### src/rtl/fqu_pkg.sv
`timescale 1ns/1ps
package fqu_pkg;

  // Strobes handed from control to datapath each cycle
  typedef struct packed {
    logic flush;     // clear queue, load new segment:offset
    logic pop;       // remove head byte
    logic push;      // accepted memory response enters the queue
    logic pushWord;  // response carries two bytes (even address)
  } fquStrobe_t;

  // Per-cycle queue operation codes
  typedef enum logic [1:0] {
    QS_NONE  = 2'b00,
    QS_FIRST = 2'b01,
    QS_FLUSH = 2'b10,
    QS_NEXT  = 2'b11
  } qStat_e;

  localparam logic [1:0] SEG_CODE = 2'b10;
  localparam logic [1:0] SEG_NONE = 2'b00;
  localparam int         LANE_W   = 8;
  localparam int         SEG_SHIFT = 4;

endpackage

### src/rtl/fqu_ctrl.sv
`timescale 1ns/1ps
module fqu_ctrl
  import fqu_pkg::*;
#(
  parameter int DEPTH = 6,
  parameter int CNT_W = $clog2(DEPTH + 1)
) (
  input  logic             clk,
  input  logic             rstN,
  input  logic             flushReq,
  input  logic             takeReq,
  input  logic             takeFirst,
  input  logic             memAck,
  input  logic [CNT_W-1:0] count,
  input  logic             ipOdd,
  output fquStrobe_t       strb,
  output logic             memReq,
  output logic             memHighEnN,
  output logic [1:0]       memSegStat,
  output logic             qValid,
  output logic [1:0]       qStatus
);

  localparam logic [CNT_W-1:0] FULL_LEVEL = CNT_W'(DEPTH);

  logic [CNT_W-1:0] freeSlots;
  logic [CNT_W-1:0] needSlots;
  logic             takeOk;
  qStat_e           statusD;
  qStat_e           statusQ;

  // Space check: odd fetch brings one byte, word fetch brings two
  always_comb begin
    freeSlots = FULL_LEVEL - count;
    needSlots = ipOdd ? CNT_W'(1) : CNT_W'(2);
    memReq    = (freeSlots >= needSlots);
  end

  always_comb begin
    qValid     = (count != '0);
    takeOk     = takeReq && qValid && !flushReq;
    memHighEnN = !memReq;
    memSegStat = memReq ? SEG_CODE : SEG_NONE;
  end

  always_comb begin
    strb          = '0;
    strb.flush    = flushReq;
    strb.pop      = takeOk;
    strb.push     = memReq && memAck && !flushReq;
    strb.pushWord = !ipOdd;
  end

  // Operation code for this cycle, published after the edge
  always_comb begin
    if (flushReq)    statusD = QS_FLUSH;
    else if (takeOk) statusD = takeFirst ? QS_FIRST : QS_NEXT;
    else             statusD = QS_NONE;
  end

  always_ff @(posedge clk) begin
    if (!rstN) statusQ <= QS_NONE;
    else       statusQ <= statusD;
  end

  assign qStatus = statusQ;

endmodule

### src/rtl/fqu_datapath.sv
`timescale 1ns/1ps
module fqu_datapath
  import fqu_pkg::*;
#(
  parameter int                DEPTH     = 6,
  parameter int                SEG_W     = 16,
  parameter int                OFF_W     = 16,
  parameter logic [SEG_W-1:0]  RESET_SEG = '1,
  parameter logic [OFF_W-1:0]  RESET_OFF = '0,
  parameter int                ADDR_W    = SEG_W + SEG_SHIFT,
  parameter int                CNT_W     = $clog2(DEPTH + 1)
) (
  input  logic              clk,
  input  logic              rstN,
  input  fquStrobe_t        strb,
  input  logic [SEG_W-1:0]  flushSeg,
  input  logic [OFF_W-1:0]  flushOff,
  input  logic              memReq,
  input  logic [2*LANE_W-1:0] memRdata,
  output logic [ADDR_W-1:0] memAddr,
  output logic [LANE_W-1:0] qByte,
  output logic [CNT_W-1:0]  count,
  output logic              ipOdd
);

  localparam int PTR_W = (DEPTH > 1) ? $clog2(DEPTH) : 1;
  localparam logic [PTR_W-1:0] LAST_PTR = PTR_W'(DEPTH - 1);

  logic [SEG_W-1:0]  segQ;
  logic [OFF_W-1:0]  ipQ;
  logic [PTR_W-1:0]  rdPtr, wrPtr, wrNext, wrAfter;
  logic [DEPTH-1:0][LANE_W-1:0] qMem;
  logic [DEPTH-1:0]  wrEn;
  logic [DEPTH-1:0][LANE_W-1:0] wrData;
  logic [LANE_W-1:0] leadByte;
  logic [CNT_W-1:0]  pushCnt, popCnt;
  logic [ADDR_W-1:0] physAddr;

  function automatic logic [PTR_W-1:0] bump(input logic [PTR_W-1:0] p);
    return (p == LAST_PTR) ? '0 : p + 1'b1;
  endfunction

  // Physical address: segment shifted by four plus offset
  always_comb begin
    physAddr = {segQ, {SEG_SHIFT{1'b0}}} + ADDR_W'(ipQ);
    memAddr  = memReq ? physAddr : '1;
    ipOdd    = ipQ[0];
  end

  // Lane selection: odd fetch keeps only the upper lane
  always_comb begin
    leadByte = strb.pushWord ? memRdata[LANE_W-1:0] : memRdata[2*LANE_W-1:LANE_W];
    wrNext   = bump(wrPtr);
    wrAfter  = strb.pushWord ? bump(wrNext) : wrNext;
    pushCnt  = strb.push ? (strb.pushWord ? CNT_W'(2) : CNT_W'(1)) : '0;
    popCnt   = strb.pop ? CNT_W'(1) : '0;
  end

  // Per-slot write enables and data
  for (genvar i = 0; i < DEPTH; i++) begin : gSlot
    always_comb begin
      wrEn[i]   = 1'b0;
      wrData[i] = leadByte;
      if (strb.push && (wrPtr == PTR_W'(i))) begin
        wrEn[i]   = 1'b1;
        wrData[i] = leadByte;
      end else if (strb.push && strb.pushWord && (wrNext == PTR_W'(i))) begin
        wrEn[i]   = 1'b1;
        wrData[i] = memRdata[2*LANE_W-1:LANE_W];
      end
    end
  end

  always_ff @(posedge clk) begin
    if (!rstN) begin
      qMem <= '0;
    end else begin
      for (int k = 0; k < DEPTH; k++) begin
        if (wrEn[k]) qMem[k] <= wrData[k];
      end
    end
  end

  always_ff @(posedge clk) begin
    if (!rstN) begin
      rdPtr <= '0;
      wrPtr <= '0;
      count <= '0;
    end else if (strb.flush) begin
      rdPtr <= '0;
      wrPtr <= '0;
      count <= '0;
    end else begin
      if (strb.pop)  rdPtr <= bump(rdPtr);
      if (strb.push) wrPtr <= wrAfter;
      count <= count + pushCnt - popCnt;
    end
  end

  always_ff @(posedge clk) begin
    if (!rstN) begin
      segQ <= RESET_SEG;
      ipQ  <= RESET_OFF;
    end else if (strb.flush) begin
      segQ <= flushSeg;
      ipQ  <= flushOff;
    end else if (strb.push) begin
      ipQ  <= ipQ + (strb.pushWord ? OFF_W'(2) : OFF_W'(1));
    end
  end

  assign qByte = qMem[rdPtr];

endmodule

### src/rtl/fetch_queue_unit.sv
`timescale 1ns/1ps
module fetch_queue_unit
  import fqu_pkg::*;
#(
  parameter int               DEPTH     = 6,
  parameter int               SEG_W     = 16,
  parameter int               OFF_W     = 16,
  parameter logic [SEG_W-1:0] RESET_SEG = 16'hFFFF,
  parameter logic [OFF_W-1:0] RESET_OFF = 16'h0000
) (
  input  logic             clk,
  input  logic             rstN,
  input  logic             flushReq,
  input  logic [SEG_W-1:0] flushSeg,
  input  logic [OFF_W-1:0] flushOff,
  input  logic             takeReq,
  input  logic             takeFirst,
  output logic [7:0]       qByte,
  output logic             qValid,
  output logic [1:0]       qStatus,
  output logic             memReq,
  output logic [SEG_W+3:0] memAddr,
  output logic             memHighEnN,
  output logic [1:0]       memSegStat,
  input  logic             memAck,
  input  logic [15:0]      memRdata
);

  localparam int ADDR_W = SEG_W + SEG_SHIFT;
  localparam int CNT_W  = $clog2(DEPTH + 1);

  fquStrobe_t       strb;
  logic [CNT_W-1:0] qCount;
  logic             ipOdd;

  fqu_ctrl #(.DEPTH(DEPTH), .CNT_W(CNT_W)) u_ctrl (
    .clk        (clk),
    .rstN       (rstN),
    .flushReq   (flushReq),
    .takeReq    (takeReq),
    .takeFirst  (takeFirst),
    .memAck     (memAck),
    .count      (qCount),
    .ipOdd      (ipOdd),
    .strb       (strb),
    .memReq     (memReq),
    .memHighEnN (memHighEnN),
    .memSegStat (memSegStat),
    .qValid     (qValid),
    .qStatus    (qStatus)
  );

  fqu_datapath #(
    .DEPTH(DEPTH), .SEG_W(SEG_W), .OFF_W(OFF_W),
    .RESET_SEG(RESET_SEG), .RESET_OFF(RESET_OFF),
    .ADDR_W(ADDR_W), .CNT_W(CNT_W)
  ) u_dp (
    .clk      (clk),
    .rstN     (rstN),
    .strb     (strb),
    .flushSeg (flushSeg),
    .flushOff (flushOff),
    .memReq   (memReq),
    .memRdata (memRdata),
    .memAddr  (memAddr),
    .qByte    (qByte),
    .count    (qCount),
    .ipOdd    (ipOdd)
  );

endmodule

### config.mk
export PLATFORM = sky130hd
export DESIGN_NAME = fetch_queue_unit
export DESIGN_NICKNAME = d
export VERILOG_FILES = /design/src/rtl/fqu_pkg.sv /design/src/rtl/fqu_ctrl.sv /design/src/rtl/fqu_datapath.sv /design/src/rtl/fetch_queue_unit.sv
export SDC_FILE = /design/constraint.sdc
export NUM_CORES = 1
export LEC_CHECK = 0
export BUFFER_PORTS_ARGS = -buffer_cell sky130_fd_sc_hd__buf_2
export CORE_MARGIN = 2
export CORE_UTILIZATION = 55
export CTS_CLUSTER_DIAMETER = 120
export CTS_CLUSTER_SIZE = 40
export DETAILED_ROUTE_END_ITERATION = 10
export PLACE_DENSITY = 0.79
export SYNTH_ARGS = -nofsm -noshare
export SYNTH_HDL_FRONTEND = slang
export SYNTH_SLANG_ARGS = --single-unit
### constraint.sdc
create_clock -name clk -period 8.67 [get_ports clk]
set_clock_uncertainty 0.2 [all_clocks]
set_input_delay 1.3005 -clock clk [delete_from_list [all_inputs] [get_ports clk]]
set_output_delay 1.3005 -clock clk [all_outputs]
set_load 0.02 [all_outputs]
* Word-level counts from Yosys, hierarchy flattened
Cells that the tools add are included.
Cells by class: add/subtract/negate cells 8, magnitude comparators 2, equality and inequality tests 11, mux-type cells 42, bitwise logic cells 2, reductions and logical operators 26
Operators with widths (count):
- $mux 8 | 14
- $mux 16 | 2
- $bmux 8 s3 | 1
- $add 20x16->20 | 1
- $mux 20 | 1
- $logic_and 1x1->1 | 17
- $add 16x16->16 | 1
- $eq 3x3->1 const B | 5
- $mux 2 | 7
- $mux 1 | 13
- $eq 3x2->1 const B | 4
- $mux 3 | 4
- $add 3x1->3 const B | 3
- $eq 3x1->1 const B | 2
- $logic_not 3->1 | 2
- $lt 3x4->1 const B | 1
- $add 3x3->3 | 1
- $ge 3x3->1 | 1
- $logic_not 1->1 | 3
- $reduce_bool 3->1 | 1
- $reduce_or 3->1 | 1
- $sub 3x3->3 | 1
- $sub 3x3->3 const A | 1
- $not 1->1 | 2
- other kinds (2) | 2
Storage, ports and cells: bits in registers 91, input bits 54, output and inout port bits 35, word-level logic and storage cells 104

* Longest topological paths before layout
depth in word-level cells 8, depth in mapped cells 14, depth with buffers taken out 13

* Modules after synthesis
A second synthesis with hierarchy kept.
Unflattened totals: cell total of the unflattened synthesis 598, area total of the unflattened synthesis 5424.0 µm²
Modules (own cells, without submodules):
- fqu_datapath | instances 1, cells each 571, area each 5208.7 µm², seq. area each 1781.7 µm²
- fqu_ctrl | instances 1, cells each 27, area each 215.2 µm², seq. area each 40.0 µm²

* Worst setup path before layout
No wires, ideal clock.
kind input-to-reg, from in flushReq, to reg u_dp.count[2], setup time 0.127 ns, data arrival time 3.274 ns, data required time 8.343 ns, setup slack 5.069 ns, stages on the path 11, buffers on the path 2, path through buf_2 -> inv_2 -> nand2_2 -> nor2_4 -> buf_2 -> nand2_1 -> ha_1 -> fa_1 -> xnor2_1 -> xnor2_1 -> nor2_1
On the way: word-level cells in the longest chain between the ends 5, elaborated cells between the ends (all ways) 8, classes of those cells add/sub: 2; mux: 2; reduce/logical: 4
RTL lines:
- start: declaration | RTL line fetch_queue_unit.sv:13 | input logic flushReq,
- $logic_not 1->1 | RTL line fqu_ctrl.sv:41, fqu_ctrl.sv:50
- $logic_and 1x1->1 | RTL line fqu_ctrl.sv:50 | strb.push = memReq && memAck && !flushReq;
- $mux 2 | RTL line fqu_datapath.sv:55 | pushCnt = strb.push ? (strb.pushWord ? CNT_W'(2) : CNT_W'(1)) : '0;
- $add 3x3->3 | RTL line fqu_datapath.sv:96 | count <= count + pushCnt - popCnt;
- $sub 3x3->3 | RTL line fqu_datapath.sv:96
- end signal: assignment | RTL line fqu_datapath.sv:96
- end: declaration | RTL line fqu_datapath.sv:22 | output logic [CNT_W-1:0] count,
Several ways; a longest one is shown, not always the timed one. A chain may end at the register's enable or synchronous reset.

* Worst setup path in the final report
from reg u_dp.ipQ[0], to out memAddr[18]
On the way: word-level cells in the longest chain between the ends 3, elaborated cells between the ends (all ways) 4, classes of those cells add/sub: 1; order compare: 1; mux: 2
RTL lines:
- start: declaration | RTL line fqu_datapath.sv:30 | logic [OFF_W-1:0] ipQ;
- start signal: assignment | RTL line fqu_datapath.sv:106 | ipQ <= flushOff;
- start signal: assignment | RTL line fqu_datapath.sv:108 | ipQ <= ipQ + (strb.pushWord ? OFF_W'(2) : OFF_W'(1));
- parallel branches: the longest is 2 deep, another holds $add 20x16->20
- $mux 20 * | RTL line fqu_datapath.sv:46 | memAddr = memReq ? physAddr : '1;
- end: declaration | RTL line fetch_queue_unit.sv:22 | output logic [SEG_W+3:0] memAddr,
Mark *: on every way between the ends.

==> impl_metrics.ini <==
[run_status]
status = complete, no violations

[worst_setup_path]
cp.required_ps = 7170
ff2ff_setup_slack_ps = 4930
r2r-start = u_dp.ipQ[0]$_SDFFE_PN0P_
crit_chain = ha_1, nand2b_1, a211o_4, inv_8, nor2_1, mux2i_1, buf_2
crit_path_top_delay_cell = dfxtp_1
path_max_fanout = 26
critPathLaunch = u_dp.ipQ[0]$_SDFFE_PN0P_
cp_data_arrival_time_ps = 2890
cpPeakStageDelay_ps = 920
crit_type = register to primary output
critPathLaunchType = register
critPathCaptureType = primary output

[cts]
postCtsSetupBuffers = 0
cts_tree = yes
insertion_delay_ps = 370
ctsHoldBuffers = 0
root_buffer = clkbuf_8
cts_inserted_buffers = 9
clk_pin_slew_worst_paths_ps = 80
post_cts_resized = 0
cts_max_path_buffers = 2
cts_num_sinks = 91
htree_levels = 3

[route]
firstDrtPassIters = 6
num_vias = 4997
wl_mm = 14.54
wl_per_cell_um = 17.37
drtIter0Drc = 366
drc = 0
postRouteAntennaNets = 0
routed_via_density = 5.970

[synthesis]
synth_cell_types = 65
syn_area_um2 = 5440
synthCells = 640
synth_enable_flop_cells = 0
yosysWarnings = 0
ys_seq_area_share_pct = 33.49
synth_async_sr_flop_share_pct = 0
ys.flop_type = dfxtp_1
syn_avg_cell_area_um2 = 8.500
synth_nets = 719
synth-seq-cells = 91

[timing]
rsz0062_at_grt = false
setup_viol = 0
final.period_utilization_pct = 50.61
fmax_mhz = 227.9
hold_viol = 0
max_slew_margin_pct = 26.15
tightestPinTransition_ps = 1106
final.setup.tns_ps = 0
min_period_ps = 4387
finalMaxSlewViolations = 0
holdWs_ps = 248.8

[floorplanning]
initial_core_util_pct = 56.18
ios = 89
dieArea_um2 = 10700
die_w_um = 103.5
fp-row-count = 36
fp.coreArea_um2 = 9684
die_h_um = 103.5

[placement]
port_buffers = 87
dp_cells = 822
finalWeightedCongestion = 0.9153
dp_hpwl_mm = 10.03

[power_and_ir_drop]
peakVddDrop_mv = 0.09979
p_leak_nw = 2.475
p_per_area_nw_per_um2 = 162.4

[global_route]
grt_pass1_wl_mm = 23.14
antenna_found_initial = 0
grt_pass1_vias = 4799
overflow = 0
grt_use_total_pct = 28.16
grt_max_degree = 89

[finish]
drive_above_1_share_pct = 19.18
final_cell_mix = nand2_1 (162), dfxtp_1 (91), buf_2 (87)
antennaDiodeCount = 0
layout.cells.non_filler = 837
area_growth_pct = 11.52
final_common_cell = nand2_1
final_nets = 779

[worst_hold_path]
hold_path_class = register to register
min_from = u_dp.qMem[24]$_SDFFE_PN0P_

[flow_run]
drv_cap = 0
## cells in the mapped netlist, types with 7 or more instances
cell	n	share of area, %
o22ai_1	8	0.92
xnor2_1	20	3.2
a21oi_1	24	2.2
dfxtp_1	91	33
a221o_1	7	1.3
a21boi_0	9	1.2
ha_1	23	5.3
o21ai_0	20	1.8
clkbuf_1	19	1.3
mux4_2	7	2.9
nand2_1	162	11
nand2b_1	14	1.6
xor2_1	10	1.6
a32oi_1	8	1.3
nor2_1	29	2.0
nand3_1	8	0.74
mux2i_1	26	4.8
o221ai_1	29	4.7
inv_1	20	1.4
buf_2	10	0.92
## layout make-up
cell class / count / area (µm²)
clock inverters: 5 / 61.31
multi-input cells: 488 / 3347
fillers: 856 / 3617
inverters: 22 / 90.09
repair buffers: 88 / 442.9
clock buffers: 10 / 137.6
well taps: 133 / 166.4
flip-flops and latches: 91 / 1822
## where the power goes
part | internal, mW | switching [mW]
Combinational | 0.0921 | 0.145
Clock | 0.141 | 0.157
Sequential | 0.434 | 0.0162
## kinds of logic after synthesis
kind of cell / count (synthesis) / synth area share, %
and+or+nand+nor: 259 / 23.87
AOI/OAI and AO/OA: 140 / 19.04
muxes: 33 / 7.682
buffers and inverters: 61 / 4.991
adders and majority gates: 25 / 6.026
DFF: 91 / 33.49
other: 1 / 0.06893
xor gates and xnor gates: 30 / 4.830
## per-stage QoR
stage	util, %	setup slack (ps)	total power, mW	cell area [µm²]
finish	62.65	4283	0.9851	6067
global route	62.65	4159	1.031	6067
CTS	62.65	4256	0.9894	6067
detailed placement	60.59	4250	0.6949	5868
global placement	60.59	4353	0.6894	5868
floorplan	-	5069	0.6251	5440
## flip-flops by register name, indices dropped and copies added (netlist names)
name            cells
u_ctrl.qStatus      2
u_dp.segQ          16
u_dp.ipQ           16
u_dp.rdPtr          3
u_dp.qMem          48
u_dp.count          3
u_dp.wrPtr          3
## path summary, 6_finish.rpt
| path | to | cells after the start |
|---|---|---|
| worst max-delay path | memAddr[18] | 7 |
| worst max register to register | u_dp.count[2]$_SDFF_PP0_ | 11 |
| worst min-delay path | u_dp.qMem[24]$_SDFFE_PN0P_ | 2 |
| worst min register to register | u_dp.qMem[24]$_SDFFE_PN0P_ | 2 |
## metal layers
layer / track usage (%) / share of wire (%) / vias up
met5: 0 / 0 / -
met4: 13.56 / 2.5 / 0
met3: 4.906 / 7.1 / 36
met2: 47.59 / 50 / 211
met1: 34.74 / 41 / 2361
li1: - / - / 2389
## worst max-delay path: cells and delay by family, from the launching register on
kind / cells / cell delay, ps
AO/OA/AOI/OAI: 1 / 470
adder cells (fa/ha/maj): 1 / 370
buffers and inverters: 2 / 370
flip-flops: 1 / 920
multiplexers: 1 / 170
AND/OR/NAND/NOR: 2 / 200
Power figures use the tool's default switching activity.
